--- src/rtl/irq_alias_pkg.sv ---
package irq_alias_pkg;

  typedef enum logic [2:0] {
    OP_IDLE   = 3'd0,
    OP_READ   = 3'd1,
    OP_LOAD   = 3'd2,
    OP_MODIFY = 3'd3,
    OP_SET    = 3'd4,
    OP_BAD    = 3'd5
  } iar_op_e;

  localparam int unsigned ACCESS_BYTES = 8;

  // Base word offset of the three aliases for each generation.
  function automatic int unsigned base_offset(input int unsigned gen);
    return (gen == 0) ? 32'h4020 : 32'h6080;
  endfunction

endpackage

--- src/rtl/iar_rst_sync.sv ---
module iar_rst_sync #(
  parameter int unsigned STAGES = 2
) (
  input  logic clk,
  input  logic rst_n,
  output logic rst_n_sync
);
  logic [STAGES-1:0] chain_q;

  always_ff @(posedge clk or negedge rst_n) begin
    if (!rst_n) chain_q <= '0;
    else        chain_q <= {chain_q[STAGES-2:0], 1'b1};
  end

  assign rst_n_sync = chain_q[STAGES-1];
endmodule

--- src/rtl/iar_decode.sv ---
module iar_decode
  import irq_alias_pkg::*;
#(
  parameter int unsigned GEN    = 0,
  parameter int unsigned ADDR_W = 24
) (
  input  logic              req_valid,
  input  logic              req_write,
  input  logic [ADDR_W-1:0] req_addr,
  input  logic [3:0]        req_bytes,
  output iar_op_e           op
);
  localparam int unsigned OFF_W = ADDR_W - 3;
  localparam logic [OFF_W-1:0] BASE = OFF_W'(base_offset(GEN));
  localparam logic [OFF_W-1:0] ALIAS_MOD = BASE + OFF_W'(1);
  localparam logic [OFF_W-1:0] ALIAS_SET = BASE + OFF_W'(2);

  logic [OFF_W-1:0] offset;
  logic             size_ok;

  assign offset  = req_addr[ADDR_W-1:3];
  assign size_ok = (req_bytes == 4'(ACCESS_BYTES));

  always_comb begin
    op = OP_IDLE;
    if (req_valid) begin
      if (!size_ok) begin
        op = OP_BAD;
      end else if (!req_write) begin
        op = (offset == BASE) ? OP_READ : OP_BAD;
      end else if (offset == BASE) begin
        op = OP_LOAD;
      end else if (offset == ALIAS_MOD) begin
        op = OP_MODIFY;
      end else if (offset == ALIAS_SET) begin
        op = OP_SET;
      end else begin
        op = OP_BAD;
      end
    end
  end
endmodule

--- src/rtl/iar_store.sv ---
module iar_store
  import irq_alias_pkg::*;
#(
  parameter int unsigned GEN    = 0,
  parameter int unsigned KEEP_W = 16
) (
  input  logic              clk,
  input  logic              rst_n,
  input  iar_op_e           op,
  input  logic [KEEP_W-1:0] wdata_hi,
  output logic [KEEP_W-1:0] word_q
);
  logic [KEEP_W-1:0] word_d;
  logic [KEEP_W-1:0] modify_val;
  logic              word_en;

  generate
    if (GEN == 0) begin : g_and_alias
      assign modify_val = word_q & wdata_hi;
    end else begin : g_clear_alias
      assign modify_val = '0;
    end
  endgenerate

  always_comb begin
    word_d  = word_q;
    word_en = 1'b0;
    case (op)
      OP_LOAD:   begin word_d = wdata_hi;          word_en = 1'b1; end
      OP_MODIFY: begin word_d = modify_val;        word_en = 1'b1; end
      OP_SET:    begin word_d = word_q | wdata_hi; word_en = 1'b1; end
      default:   ;
    endcase
  end

  always_ff @(posedge clk or negedge rst_n) begin
    if (!rst_n)       word_q <= '0;
    else if (word_en) word_q <= word_d;
  end

  // the set alias never clears a bit that was already set.
  a_r5_set_keeps_bits: assert property (@(posedge clk) disable iff (!rst_n)
    (op == OP_SET) |=> ((word_q & $past(word_q)) == $past(word_q)));

  generate
    if (GEN != 0) begin : g_clear_check
      // the generation-1 modify alias empties the word.
      a_r4_modify_clears: assert property (@(posedge clk) disable iff (!rst_n)
        (op == OP_MODIFY) |=> (word_q == '0));
    end
  endgenerate
endmodule

--- src/rtl/iar_resp.sv ---
module iar_resp
  import irq_alias_pkg::*;
#(
  parameter int unsigned DATA_W = 64,
  parameter int unsigned KEEP_W = 16
) (
  input  logic              clk,
  input  logic              rst_n,
  input  iar_op_e           op,
  input  logic [KEEP_W-1:0] word_q,
  output logic [DATA_W-1:0] rdata_q,
  output logic              irq_q,
  output logic              unimpl_q
);
  localparam int unsigned LOW_W = DATA_W - KEEP_W;

  logic [DATA_W-1:0] rdata_d;
  logic              unimpl_d;
  logic              irq_d;

  always_comb begin
    rdata_d  = (op == OP_READ) ? {word_q, {LOW_W{1'b0}}} : '0;
    unimpl_d = (op == OP_BAD);
    irq_d    = word_q[KEEP_W-1];
  end

  always_ff @(posedge clk or negedge rst_n) begin
    if (!rst_n) begin
      rdata_q  <= '0;
      irq_q    <= 1'b0;
      unimpl_q <= 1'b0;
    end else begin
      rdata_q  <= rdata_d;
      irq_q    <= irq_d;
      unimpl_q <= unimpl_d;
    end
  end
endmodule

--- src/rtl/irq_alias_reg.sv ---
module irq_alias_reg
  import irq_alias_pkg::*;
#(
  parameter int unsigned GEN    = 0,
  parameter int unsigned ADDR_W = 24,
  parameter int unsigned DATA_W = 64,
  parameter int unsigned KEEP_W = 16
) (
  input  logic              clk,
  input  logic              rst_n,
  input  logic              req_valid,
  input  logic              req_write,
  input  logic [ADDR_W-1:0] req_addr,
  input  logic [3:0]        req_bytes,
  input  logic [DATA_W-1:0] req_wdata,
  output logic [DATA_W-1:0] rsp_rdata,
  output logic              irq_o,
  output logic              unimpl_o
);
  localparam int unsigned OFF_W = ADDR_W - 3;
  localparam logic [OFF_W-1:0] BASE = OFF_W'(base_offset(GEN));

  logic              rst_n_sync;
  iar_op_e           op;
  logic [KEEP_W-1:0] word_q;

  iar_rst_sync #(.STAGES(2)) u_rst_sync (
    .clk        (clk),
    .rst_n      (rst_n),
    .rst_n_sync (rst_n_sync)
  );

  iar_decode #(.GEN(GEN), .ADDR_W(ADDR_W)) u_decode (
    .req_valid (req_valid),
    .req_write (req_write),
    .req_addr  (req_addr),
    .req_bytes (req_bytes),
    .op        (op)
  );

  iar_store #(.GEN(GEN), .KEEP_W(KEEP_W)) u_store (
    .clk      (clk),
    .rst_n    (rst_n_sync),
    .op       (op),
    .wdata_hi (req_wdata[DATA_W-1 -: KEEP_W]),
    .word_q   (word_q)
  );

  iar_resp #(.DATA_W(DATA_W), .KEEP_W(KEEP_W)) u_resp (
    .clk      (clk),
    .rst_n    (rst_n_sync),
    .op       (op),
    .word_q   (word_q),
    .rdata_q  (rsp_rdata),
    .irq_q    (irq_o),
    .unimpl_q (unimpl_o)
  );

  // a request of the wrong size is flagged in the next cycle.
  a_r7_size_flag: assert property (@(posedge clk) disable iff (!rst_n_sync)
    (req_valid && req_bytes != 4'(ACCESS_BYTES)) |=> unimpl_o);

  // a flagged write does not touch the stored word.
  a_r8_bad_write_stable: assert property (@(posedge clk) disable iff (!rst_n_sync)
    (req_valid && req_write && op == OP_BAD) |=> $stable(word_q));

  // a read outside the base offset returns zero.
  a_r6_offbase_read_zero: assert property (@(posedge clk) disable iff (!rst_n_sync)
    (req_valid && !req_write && req_addr[ADDR_W-1:3] != BASE) |=> (rsp_rdata == '0));

  // loading a word with the top bit set raises the interrupt two cycles on.
  a_r9_load_raises_irq: assert property (@(posedge clk) disable iff (!rst_n_sync)
    (req_valid && req_write && req_bytes == 4'(ACCESS_BYTES)
     && req_addr[ADDR_W-1:3] == BASE && req_wdata[DATA_W-1]) |=> ##1 irq_o);
endmodule

--- config.mk ---
export PLATFORM = sky130hd
export DESIGN_NAME = irq_alias_reg
export DESIGN_NICKNAME = d
export VERILOG_FILES = /design/src/rtl/irq_alias_pkg.sv /design/src/rtl/iar_rst_sync.sv /design/src/rtl/iar_decode.sv /design/src/rtl/iar_store.sv /design/src/rtl/iar_resp.sv /design/src/rtl/irq_alias_reg.sv
export SDC_FILE = /design/constraint.sdc
export NUM_CORES = 1
export LEC_CHECK = 0
export ABC_CLOCK_PERIOD_IN_PS = 1000
export BUFFER_PORTS_ARGS = -buffer_cell sky130_fd_sc_hd__buf_2
export CAP_MARGIN = 15
export CORE_MARGIN = 2
export CORE_UTILIZATION = 35
export CTS_BUF_LIST = sky130_fd_sc_hd__clkbuf_8
export DETAILED_ROUTE_END_ITERATION = 8
export PLACE_DENSITY_LB_ADDON = 0.08
export SYNTH_ARGS = -nofsm -noshare
export SYNTH_HDL_FRONTEND = slang
export SYNTH_SLANG_ARGS = --single-unit
export TNS_END_PERCENT = 1
--- constraint.sdc ---
create_clock -name clk -period 1 [get_ports clk]
set_input_delay 0.1 -clock clk [delete_from_list [all_inputs] [get_ports clk]]
set_output_delay 0.1 -clock clk [all_outputs]
set_load 0.02 [all_outputs]
==> metrics.csv, run 1 <==
stage,metric,value,unit
run_status,status,"finished, violations left",
run_status,failing checks,negative setup slack,
cts,CTS tree,built,
power_and_ir_drop,internal power,2.04,mW
logic_synthesis,Syn Area/Cell,12.0,um2
worst_setup_path,"Worst Path Class, Setup",in2reg,
cells_and_area,Finished Cell Area,0.00234,mm2
die,Core Region,0.00514,mm2
timing,fin crit period,1.10,ns
power_and_ir_drop,sw power,736,uW
die,Die Ht,77.0,um
power_and_ir_drop,pwr/cell area,1190,mW/mm2
worst_setup_path,max incr delay on CP,0.31,ns
routing,DR WL/cell,12.1,um
logic_synthesis,Yosys reg bits,36,
timing,Slew Limit Fails,0,
worst_setup_path,WP data required,1.18,ns
global_route,pin count of the biggest net entering global routing,35,
cells_and_area,Multi-input gate area,783,um2
power_and_ir_drop,clock power share,0.338,
worst_setup_path,CP Capture Type,flop,
global_route,initial antenna violation count,0,
cts,CTS Sinks,36,
timing,final hold violation count,0,
worst_setup_path,CP Cell Sequence,buf_6 > nor4_4 > nand4_4 > buf_12 > o21a_1 > o22a_1,
hold_path,Hold Crit Class,in2reg,
timing,Tcrit/Tclk final,1.10,
routing,# DRC,0,
cells_and_area,area grow syn2layout,25.4,%
routing,Iter 0 DRT Violations,70,
power_and_ir_drop,Pleak,1.37,nW
timing,worst hold slack,0.0348,ns
worst_setup_path,CP Launch Type,input pin,
timing,Max Clock Skew,0.00580,ns
logic_synthesis,Syn Inst Count,155,
timing,RSZ-0062 raised after global routing,true,
die,Die Width,77.0,um
cts,clock root buffer master,clkbuf_8,
die,# IOs,162,
power_and_ir_drop,Comb pwr share,0.135,
power_and_ir_drop,VDD IR max,0.500,mV
cells_and_area,final core utilization,0.455,
cells_and_area,diodes inserted,0,
logic_synthesis,post-synthesis sequential area ratio,0.483,
timing,post-route worst setup slack,-0.103,ns
timing,Max Freq,907,MHz
placement,DP HPWL,2710,um
worst_setup_path,"delay-heaviest family, CP",simple AND/OR/NAND/NOR gates,
logic_synthesis,library cells used by synthesis,23,
cts,Clock Latency Late Sink,0.29,ns
cts,Clock Pin Slew Worst Setup and Hold Paths,0.07,ns
die,initial cell density of the core,0.363,
worst_setup_path,Worst path slowest cell,nor4_4,
routing,vias per cell,4.17,
global_route,first-pass GRT wire length,5920,um
cts,Num CTS Buffers,5,
power_and_ir_drop,sequential power share,0.527,
routing,Routed WL,3650,um
global_route,vias in the first global route,1252,
placement,GP Congestion,0.685,
die,full die area,0.00593,mm2
cells_and_area,share of cells above drive strength 1,0.394,
cells_and_area,Fillers,517,
worst_setup_path,CP max FO,10,
die,FP Rows,26,
job,number of max-cap violations,0,
timing,Setup Viol. Count Final,33,
worst_setup_path,Worst EP arrival,1.28,ns
power_and_ir_drop,Switching Fraction,0.265,
cts,CTS H-tree lvls,2,
cts,CTS max path bufs,2,
routing,Routed Antenna Nets,0,
cells_and_area,Storage cell area,901,um2
routing,routed vias,1254,
global_route,GR Util All Layers,0.130,
logic_synthesis,post-synthesis cell area,0.00187,mm2
placement,IO Port Bufs,62,
worst_setup_path,Buf/Inv on CP,2,
cells_and_area,nets,327,
routing,DRT Pass-1 Iters,4,
placement,Area after DPL,0.00220,mm2
logic_synthesis,Synth Warn #,0,
global_route,grt ovf,0,
area by class of cell:
cell class                 instances  area share
sequential                        36       0.385
multi-input combinational        113       0.335
timing repair buffer              74       0.208
tap                               70      0.0374
clock buffer                       5      0.0294
clock inverter                     2     0.00374
inverter                           1     0.00160
cell families (layout without fill, tap and decap cells):
kind of cell             count (synthesis)  after routing  share of synthesized area
AO/OA/AOI/OAI                           33             33                      0.144
adder cells (fa/ha/maj)                  1              1                    0.00536
buffers and inverters                   53             82                      0.209
flip-flops                              36             36                      0.483
other                                    2             49                    0.00402
AND/OR/NAND/NOR                         30             30                      0.155
state kept, by name, indices dropped and copies added (netlist names):
name / count
u_resp.irq_q: 1
u_resp.rdata_q: 16
u_resp.unimpl_q: 1
u_rst_sync.chain_q: 2
u_store.word_q: 16
path summary, 6_finish.rpt:
| path | start | to | slack (ns) | depth (start not counted) |
|---|---|---|---|---|
| worst max-delay path | req_addr[20] | u_store.word_q[14] | -0.10 | 6 |
| worst min-delay path | req_wdata[58] | u_store.word_q[10] | 0.03 | 2 |
| worst max register to register | u_store.word_q[2] | u_store.word_q[2] | 0.19 | 2 |
| worst min register to register | u_rst_sync.chain_q[1] | u_store.word_q[14] | 0.22 | 1 |
| max in group asynchronous | u_rst_sync.chain_q[1] | u_resp.rdata_q[48] | 0.61 | 1 |
| min in group asynchronous | rst_n | u_rst_sync.chain_q[0] | 0.12 | 2 |
cell usage after synthesis:
library cell	instances	area [um2]
nand3b_1	1	7.51
inv_1	1	3.75
nand2_1	1	3.75
o21a_1	16	120
nand4_1	1	6.26
maj3_1	1	10.0
and2_1	16	100
nor3b_1	1	7.51
nor4_4	2	42.5
dfrtp_1	36	901
buf_6	1	11.3
nor4b_2	1	15.0
nor3_4	2	32.5
o22a_1	16	140
nor2b_1	1	6.26
or4b_1	1	10.0
o31a_1	1	8.76
nor4_2	1	12.5
buf_2	3	15.0
conb_1	2	7.51
nand4_4	1	21.3
nor4b_4	1	23.8
buf_4	48	360
power by group through the flow:
stage,sequential (mW),combinational [mW],clock [mW]
4_1_cts,1.46,0.371,0.966
3_3_place_gp,1.49,0.352,0
3_5_place_dp,1.49,0.357,0
2_1_floorplan,1.51,0.333,0
6_report,1.46,0.375,0.939
5_1_grt,1.46,0.402,1.05
what timing repair did:
action                                  in CTS  in global routing
buffers inserted                             1                  0
hold buffers                                 1                  0
endpoints found under the setup margin      32                 33
endpoints found under the hold margin        2                  0
pin swaps                                    7                  7
resized for setup                            4                  5
metrics by stage:
| stage | TNS (ns) | total power, mW | worst slack [ns] | instances |
|---|---|---|---|---|
| finish | -1.35 | 2.78 | -0.103 | 301 |
| global route | -3.25 | 2.92 | -0.154 | 301 |
| CTS | -1.81 | 2.80 | -0.121 | 301 |
| detailed placement | -12.45 | 1.85 | -0.448 | 292 |
| global placement | -12.29 | 1.84 | -0.422 | 292 |
| floorplan | -9.01 | 1.85 | -0.256 | 202 |
cells in the final DEF (no fill, tap or decap):
master	netlist	final
maj3_1	1	1
nor3_4	2	2
buf_6	1	6
nor4_4	2	3
inv_1	1	2
and2_1	16	15
o22a_1	16	16
dlygate4sd3_1	0	1
buf_2	3	57
nand4_4	1	1
clkbuf_8	0	5
nand4_1	1	1
buf_12	0	4
buf_4	48	6
dfrtp_1	36	36
o21a_1	16	16
nor4b_4	1	2
clkinv_2	0	1
nand2_2	0	1
o31a_1	1	1
and2_4	0	1
nor3b_2	0	1
nor2b_1	1	1
or4b_4	0	1
conb_1	2	49
nand3b_1	1	1
metal layers:
layer,vias up,GRT usage,share of wire
li1,586,-,-
met1,590,0.150,0.39
met2,69,0.217,0.51
met3,9,0.0376,0.078
met4,0,0.0696,0.023
met5,-,0,0
Note: power is estimated with default switching activity, not from simulation.
==> run 2: changes to the inputs <==
- RECOVER_POWER: unset -> 100
==> run 2 against run 1 <==
Net effect:
- the run still ends with negative setup slack left
- sequential cell count stayed put
- clock-buffer cell count stayed put
- global-route usage stayed put
- core utilization is 0.27 points lower
- final area is 0.59% lower
- maximum frequency is 0.19% lower
- die area stayed put
- critical endpoint unchanged
- highest routed layer unchanged
==> metrics.csv, run 2 (synthesized netlist as in run 1, its figures left out) <==
stage,metric,value,unit
worst_setup_path,CP Launch Type,input pin,
worst_setup_path,reg2reg setup slack,0.19,ns
job,number of max-cap violations,0,
cells_and_area,Fillers,519,
timing,Tcrit/Tclk final,1.11,
cells_and_area,nets,327,
worst_setup_path,WP data required,1.18,ns
die,FP Rows,26,
global_route,first-pass GRT wire length,5920,um
hold_path,Hold Crit Class,in2reg,
global_route,initial antenna violation count,0,
timing,Max Clock Skew,0.00580,ns
global_route,grt ovf,0,
power_and_ir_drop,Pleak,1.35,nW
placement,Setup WS pre-CTS,-0.448,ns
cells_and_area,"commonest cells after routing, fill and taps aside","conb_1, buf_2, dfrtp_1",
cells_and_area,diodes inserted,0,
cells_and_area,Finished Cell Area,0.00233,mm2
timing,Max Freq,905,MHz
global_route,GRT busiest layer,met2,
worst_setup_path,FF-to-FF path depth,2,
routing,DRT Pass-1 Iters,4,
routing,# DRC,0,
routing,DR WL/cell,12.2,um
placement,DP HPWL,2710,um
die,Core Region,0.00514,mm2
global_route,met1 GRT Util,0.150,
placement,GP Congestion,0.685,
routing,routed vias,1250,
cells_and_area,share of cells above drive strength 1,0.390,
timing,Slew Limit Fails,0,
cells_and_area,"most common cell after layout, fill and taps aside",conb_1,
timing,setup TNS,-1.35,ns
placement,placed cell count,292,
cts,CTS tree,built,
worst_setup_path,Worst EP arrival,1.28,ns
routing,Routed Antenna Nets,0,
hold_path,WHS Path Cells,2,
timing,RSZ-0062 raised after global routing,true,
placement,Area after DPL,0.00220,mm2
worst_setup_path,"Worst Path Class, Setup",in2reg,
run_status,failing checks,negative setup slack,
cts,CTS H-tree lvls,2,
cts,clock root buffer master,clkbuf_8,
die,Die Ht,77.0,um
cts,CTS Sinks,36,
global_route,pin count of the biggest net entering global routing,35,
cts,CTS max path bufs,2,
timing,final hold violation count,0,
power_and_ir_drop,VDD IR max,0.498,mV
die,initial cell density of the core,0.363,
cts,Clock Pin Slew Worst Setup and Hold Paths,0.07,ns
worst_setup_path,CP Capture Type,flop,
cts,Num CTS Buffers,5,
routing,vias per cell,4.15,
worst_setup_path,max incr delay on CP,0.31,ns
timing,fin crit period,1.11,ns
timing,post-route worst setup slack,-0.105,ns
die,Die Width,77.0,um
cts,Clock Latency Late Sink,0.28,ns
cells_and_area,final non-filler cell total,301,
timing,Setup Viol. Count Final,33,
global_route,met2 usage,0.217,
global_route,vias in the first global route,1252,
worst_setup_path,CP Cell Sequence,buf_6 > nor4_4 > nand4_4 > buf_12 > o21a_1 > o22a_1,
die,# IOs,162,
worst_setup_path,Worst path slowest cell,nor4_4,
routing,Iter 0 DRT Violations,65,
run_status,status,"finished, violations left",
power_and_ir_drop,pwr/cell area,1190,mW/mm2
worst_setup_path,CP max FO,10,
global_route,GR Util All Layers,0.130,
placement,IO Port Bufs,62,
routing,Routed WL,3660,um
die,full die area,0.00593,mm2
global_route,met3 GRT Util,0.0376,
cells_and_area,biggest regs,"u_resp.rdata_q (16), u_store.word_q (16), u_rst_sync.chain_q (2)",
cells_and_area,area grow syn2layout,24.7,%
run 2: changes by cell type in the layout (fill, tap and decap cells not counted), sizes merged:
cell	before	now
clkbuf	5	25
buf	73	53
run 2: cell type report:
cell class / count / area (um2) / share of cell area
clock buffer: 5 / 68.8 / 0.0296
inverter: 1 / 3.75 / 0.00161
tap: 70 / 87.6 / 0.0376
multi-input combinational: 113 / 783 / 0.337
timing repair buffer: 74 / 474 / 0.204
clock inverter: 2 / 8.76 / 0.00376
sequential: 36 / 901 / 0.387
run 2: routing by layer:
layer  up-vias  wire length [um]
li1        585                 -
met1       587              1410
met2        69              1850
met3         9               304
met4         0                89
met5         -                 0
run 2: through the flow:
stage,total power [mW],hold slack [ns],utilization
after floorplan,1.85,-0.196,-
final,2.77,0.0352,0.453
after detailed placement,1.85,-0.113,0.428
after global placement,1.84,-0.115,0.428
after global routing,2.91,0.0349,0.453
after CTS,2.80,0.0308,0.452
run 2: final timing paths:
check                                         to                  start
max                           u_store.word_q[14]           req_addr[20]
min                           u_store.word_q[10]          req_wdata[58]
max reg2reg                    u_store.word_q[2]      u_store.word_q[2]
min reg2reg                   u_store.word_q[14]  u_rst_sync.chain_q[1]
max in group asynchronous     u_resp.rdata_q[56]  u_rst_sync.chain_q[1]
min in group asynchronous  u_rst_sync.chain_q[0]                  rst_n
run 2: timing repair:
action                                 CTS  global route
gates resized for setup                  4             5
setup endpoints to repair               32            33
buffers inserted                         1             0
pin swaps                                7             7
endpoints found under the hold margin    2             0
hold buffers                             1             0
run 2: critical path, delay by kind of cell:
kind                   cells  cell delay, ns
AO/OA/AOI/OAI              2            0.35
buffers and inverters      2            0.30
AND/OR/NAND/NOR            2            0.53
run 2: where the power goes:
part	total [mW]	internal [mW]	switching [mW]
combinational	0.369	0.113	0.256
clock	0.942	0.463	0.479
sequential	1.46	1.46	0.00148
